## config.mk

```make
export PLATFORM = sky130hd
export DESIGN_NAME = lsr_seq_top
export DESIGN_NICKNAME = d
export VERILOG_FILES = /design/src/rtl/lsr_pkg.sv /design/src/rtl/lsr_scan_fsm.sv /design/src/rtl/lsr_ctrl.sv /design/src/rtl/lsr_seq_top.sv
export SDC_FILE = /design/constraint.sdc
export NUM_CORES = 1
export LEC_CHECK = 0
export BUFFER_PORTS_ARGS = -buffer_cell sky130_fd_sc_hd__buf_4
export CAP_MARGIN = 5
export CORE_AREA = 2 2 39 41
export DETAILED_ROUTE_END_ITERATION = 6
export DIE_AREA = 0 0 41 43
export GPL_ROUTABILITY_DRIVEN = 0
export PLACE_DENSITY = 0.67
export SLEW_MARGIN = 15
export SYNTH_ARGS = -nofsm -noshare
export SYNTH_HDL_FRONTEND = slang
export SYNTH_SLANG_ARGS = --single-unit
```

## constraint.sdc

```tcl
create_clock -name clk -period 3.4 [get_ports clk]
set_input_delay 0.17 -clock clk [delete_from_list [all_inputs] [get_ports clk]]
set_output_delay 0.17 -clock clk [all_outputs]
set_load 0.005 [all_outputs]
```

## src/rtl/lsr_pkg.sv

```systemverilog
package lsr_pkg;
    typedef enum logic [1:0] {
        ST_IDLE  = 2'd0,
        ST_SCAN  = 2'd1,
        ST_FINAL = 2'd2
    } seq_state_e;
endpackage

```

## src/rtl/lsr_scan_fsm.sv

```systemverilog
module lsr_scan_fsm
    import lsr_pkg::*;
#(
    parameter int NPIX = 32,
    localparam int IW = $clog2(NPIX)
) (
    input  logic          clk,
    input  logic          rst_n,
    input  logic          start_i,
    output seq_state_e    state_o,
    output logic [IW-1:0] idx_o,
    output logic          launch_o,
    output logic          to_final_o
);
    localparam logic [IW-1:0] IDX_LAST = IW'(NPIX - 1);

    seq_state_e    state_q, state_d;
    logic [IW-1:0] idx_q, idx_d;

    always_comb begin
        state_d  = state_q;
        idx_d    = idx_q;
        launch_o = 1'b0;
        unique case (state_q)
            ST_IDLE: begin
                idx_d = '0;
                if (start_i) begin
                    state_d  = ST_SCAN;
                    launch_o = 1'b1;
                end
            end
            ST_SCAN: begin
                if (start_i) begin
                    idx_d = '0;
                end else begin
                    idx_d = idx_q + 1'b1;
                    if (idx_d == IDX_LAST) state_d = ST_FINAL;
                end
            end
            ST_FINAL: begin
                idx_d = '0;
                if (start_i) begin
                    state_d  = ST_SCAN;
                    launch_o = 1'b1;
                end else begin
                    state_d = ST_IDLE;
                end
            end
            default: begin
                state_d = ST_IDLE;
                idx_d   = '0;
            end
        endcase
    end

    assign to_final_o = (state_d == ST_FINAL);

    always_ff @(posedge clk or negedge rst_n) begin
        if (!rst_n) begin
            state_q <= ST_IDLE;
            idx_q   <= '0;
        end else begin
            state_q <= state_d;
            idx_q   <= idx_d;
        end
    end

    assign state_o = state_q;
    assign idx_o   = idx_q;

    assert_idle_rest_R9: assert property (@(posedge clk) disable iff (!rst_n)
        (state_q == ST_IDLE) |-> (idx_q == '0));
    assert_advance_R3: assert property (@(posedge clk) disable iff (!rst_n)
        (state_q == ST_SCAN && !start_i) |=> (idx_q == $past(idx_q) + 1'b1));
    assert_restart_R7: assert property (@(posedge clk) disable iff (!rst_n)
        (state_q == ST_SCAN && start_i) |=> (idx_q == '0 && state_q == ST_SCAN));
    assert_final_idx_R3: assert property (@(posedge clk) disable iff (!rst_n)
        (state_q == ST_FINAL) |-> (idx_q == IDX_LAST));
endmodule

```

## src/rtl/lsr_ctrl.sv

```systemverilog
module lsr_ctrl (
    input  logic clk,
    input  logic rst_n,
    input  logic launch_i,
    input  logic to_final_i,
    output logic hold_main_o,
    output logic hold_last_o,
    output logic integ_rst_n_o
);
    logic hold_main_q, hold_last_q;
    logic fresh_q, pend_q;
    logic integ_n_q;

    always_ff @(posedge clk or negedge rst_n) begin
        if (!rst_n) begin
            hold_main_q <= 1'b0;
            hold_last_q <= 1'b0;
            fresh_q     <= 1'b0;
            pend_q      <= 1'b0;
        end else begin
            if (launch_i)        hold_main_q <= 1'b1;
            else if (to_final_i) hold_main_q <= 1'b0;
            hold_last_q <= hold_main_q;
            fresh_q     <= launch_i;
            pend_q      <= fresh_q;
        end
    end

    always_ff @(negedge clk or negedge rst_n) begin
        if (!rst_n) integ_n_q <= 1'b0;
        else        integ_n_q <= ~pend_q;
    end

    assign hold_main_o   = hold_main_q;
    assign hold_last_o   = hold_last_q;
    assign integ_rst_n_o = integ_n_q;

    assert_single_pulse_R6: assert property (@(posedge clk) disable iff (!rst_n)
        (!integ_n_q && $past(integ_n_q)) |=> integ_n_q);
    assert_hold_on_launch_R2: assert property (@(posedge clk) disable iff (!rst_n)
        launch_i |=> hold_main_q);
    assert_hold_release_R5: assert property (@(posedge clk) disable iff (!rst_n)
        (to_final_i && !launch_i) |=> !hold_main_q);
endmodule

```

## src/rtl/lsr_seq_top.sv

```systemverilog
module lsr_seq_top
    import lsr_pkg::*;
(
    input  logic       clk,
    input  logic       rst_n,
    input  logic       start_i,
    output logic [4:0] pix_sel_o,
    output logic       hold_main_o,
    output logic       hold_last_o,
    output logic       integ_rst_n_o,
    output logic       busy_o
);
    localparam int NPIX = 32;

    seq_state_e state;
    logic [4:0] idx;
    logic       launch, to_final;

    lsr_scan_fsm #(.NPIX(NPIX)) u_fsm (
        .clk        (clk),
        .rst_n      (rst_n),
        .start_i    (start_i),
        .state_o    (state),
        .idx_o      (idx),
        .launch_o   (launch),
        .to_final_o (to_final)
    );

    lsr_ctrl u_ctrl (
        .clk           (clk),
        .rst_n         (rst_n),
        .launch_i      (launch),
        .to_final_i    (to_final),
        .hold_main_o   (hold_main_o),
        .hold_last_o   (hold_last_o),
        .integ_rst_n_o (integ_rst_n_o)
    );

    assign pix_sel_o = idx;
    assign busy_o    = (state != ST_IDLE);

    assert_idle_sample_R9: assert property (@(posedge clk) disable iff (!rst_n)
        !busy_o |-> (pix_sel_o == 5'd0 && !hold_main_o));
    assert_busy_on_start_R10: assert property (@(posedge clk) disable iff (!rst_n)
        start_i |=> busy_o);
    assert_last_clears_R5: assert property (@(posedge clk) disable iff (!rst_n)
        (busy_o && pix_sel_o == 5'd31) |-> !hold_main_o);
endmodule

```

==> impl_metrics.csv <==
group,metric,value,unit
worst_setup_path,crit_chain,"buf_4",
grt,grt_usage,0.109,
timing,slew_headroom,0.822,
grt,grt_pass1_wl,1210,um
worst_setup_path,r2r-start,"u_ctrl.pend_q",
synthesis,synth_compound_area_frac,0.111,
synthesis,syn-num-nets,46,
routing,post_drt_wl_per_cell,10.5,um
worst_setup_path,required,3.23,ns
floorplanning,die_w,41,um
synthesis,syn_area,495,um2
routing,avgViaCountPerCell,4.60,
synthesis,ys_seq_area_frac,0.606,
run,cap_viol_max_count,0,
floorplanning,die_y,43,um
worst_setup_path,cpLargestDelayFamily,"flip-flops",
worst_setup_path,r2r_end,"u_ctrl.integ_rst_n_o",
place,dpl.hpwl,555,um
timing,tightest_slew,0.267,ns
pwr,ir_drop,0.171,mV
grt,grt_pass1_vias,285,
clock_tree,clock_sinks,12,
worst_setup_path,cp.buffers_inverters,1,
finish,drive_gt1_frac,0.316,
place,io_buffers,11,
synthesis,yosysWarnings,0,
finish,post-route-util,0.466,
hold_path,hp-class,"input port to register",
routing,drt-initial-drc-count,5,
finish,area_growth,30.1,%
routing,ant_nets,0,
synthesis,yosys.area_share.simple,0.157,
clock_tree,cts.clk_slew.worst_paths,0.07,ns
timing,skew,0.00953,ns
worst_setup_path,arrival,2.47,ns
worst_setup_path,worstSetupStartpointType,"register",
grt,antenna_found_initial,0,
worst_setup_path,reg2reg_slack,1.21,ns
hold_path,hold_depth,2,
worst_setup_path,r2r_cells,1,
outcome,outcome,"finished, final reports clean",
timing,hold_viol_final,0,
floorplanning,coreArea,1380,um2
clock_tree,cts_buffers,3,
floorplanning,pin_count,12,
synthesis,syn_area_per_cell,12.1,um2
timing,maxSlewViolCount,0,
finish,layout_common_cells,"11 x buf_4, 11 x dfrtp_1, 9 x nor2_1",
finish,layout.nets,63,
floorplanning,fp.dieArea,1760,um2
synthesis,synth.mux.area_fraction,0,
worst_setup_path,worstSetupPathType,"register to output port",
clock_tree,root_buffer,"clkbuf_4",
finish,num_antenna_cells,0,
timing,fin_setup_tns,0,ns
finish,n_fill_cell,128,
worst_setup_path,endpoint_kind,"output port",
pwr,p_per_area,450,nW/um2
clock_tree,cts_max_level,1,
worst_setup_path,max_stage_delay,0.39,ns
worst_setup_path,critPathSlowestCell,"dfrtn_1",
clock_tree,clk_latency,0.28,ns
routing,drt_pre_antenna_iters,2,
grt,overflow,0,
floorplanning,rows,14,
routing,route.detailed.drc,0,
routing,vias,336,
synthesis,synth_cells,41,
clock_tree,cts_tree,"yes",
worst_setup_path,crit_fanout,1,
timing,rsz0062_at_grt,"false",
clock_tree,postCtsSetupRepairBufs,0,
finish,multiInputGateArea,184,um2
finish,regArea,300,um2
timing,setup_viol,0,
hold_path,hp-start,"start_i",
synthesis,synthAdderAreaFrac,0.0505,
synthesis,yosys_register_bits,12,
clock_tree,clk_path_buf_depth,2,
routing,wirelength,769,um
grt,grt_max_degree,13,
floorplanning,initial_core_util,0.358,
synthesis,synthDistinctLibCells,17,
synthesis,synth_top_family_by_area,"simple AND/OR/NAND/NOR gates",
pwr,total_leakage_power,0.290,nW
hold_path,holdPathEnd,"u_ctrl.fresh_q",
synthesis,synthXorXnorAreaFrac,0.0530,
[per-stage QoR]
stage / cells / hold WS, ns / total power, mW / cell area (um2) / setup slack (ns)
floorplan: 41 / -0.126 / 0.165 / 495 / 1.15
global placement: 68 / 0.0177 / 0.179 / 598 / 1.07
detailed placement: 68 / 0.0157 / 0.179 / 598 / 1.05
CTS: 73 / 0.201 / 0.294 / 644 / 0.743
global route: 73 / 0.195 / 0.303 / 644 / 0.716
finish: 73 / 0.205 / 0.290 / 644 / 0.757
[where the power goes]
group	leakage [nW]	switching, mW	internal [mW]
Clock	0.0210	0.0483	0.0651
Combinational	0.123	0.0107	0.0126
Sequential	0.147	0.00611	0.147
Total	0.290	0.0651	0.225
[sequential cells by signal, indices dropped and copies added, names as in the netlist]
name,cells
u_ctrl.hold_main_o,1
u_fsm.state_o,2
u_ctrl.hold_last_o,1
u_ctrl.fresh_q,1
u_fsm.idx_o,5
u_ctrl.pend_q,1
u_ctrl.integ_rst_n_o,1
[how the worst max path moves through the flow]
stage / startpoint / endpoint / cells past startpoint
after floorplan: u_ctrl.integ_rst_n_o / integ_rst_n_o / 0
after global placement: u_ctrl.integ_rst_n_o / integ_rst_n_o / 1
after detailed placement: u_ctrl.integ_rst_n_o / integ_rst_n_o / 1
after CTS: u_ctrl.integ_rst_n_o / integ_rst_n_o / 1
after global routing: u_ctrl.integ_rst_n_o / integ_rst_n_o / 1
final: u_ctrl.integ_rst_n_o / integ_rst_n_o / 1
[final cells by class]
cell class	count	area share
timing repair buffer	12	0.144
clock buffer	4	0.0563
inverter	3	0.0175
multi-input combinational	26	0.285
tap	16	0.0311
sequential	12	0.466
[cell families (layout without fill, tap and decap cells)]
| group | after synthesis | in the layout |
|---|---|---|
| AOI/OAI and AO/OA | 5 | 5 |
| xor gates and xnor gates | 3 | 3 |
| adders and majority gates | 2 | 2 |
| buffers and inverters | 3 | 19 |
| DFF | 12 | 12 |
| and+or+nand+nor | 16 | 16 |
[what timing repair did]
item,in CTS,in global routing
hold buffers,1,0
endpoints found under the hold margin,11,0
resized for setup,0,0
[synth_stat cells]
cell type,count,share of area
dfrtn_1,1,0.050
xnor2_1,1,0.018
a211oi_1,1,0.015
nor2b_1,1,0.013
nor2_1,9,0.068
ha_1,2,0.050
xor2_1,2,0.035
nand2_1,1,0.0076
o2111ai_2,1,0.030
inv_1,3,0.023
nand3_1,2,0.020
dfrtp_1,11,0.56
a211oi_2,2,0.050
and3b_1,1,0.018
or2_1,1,0.013
a21boi_1,1,0.015
nand4b_1,1,0.018
[layer usage]
layer,up-vias,GRT usage,routed length (um)
li1,171,-,-
met3,2,0.0314,42
met1,152,0.155,368
met2,11,0.125,341
met5,-,0,0
met4,0,0.100,17
(Power assumes the default switching activity.)
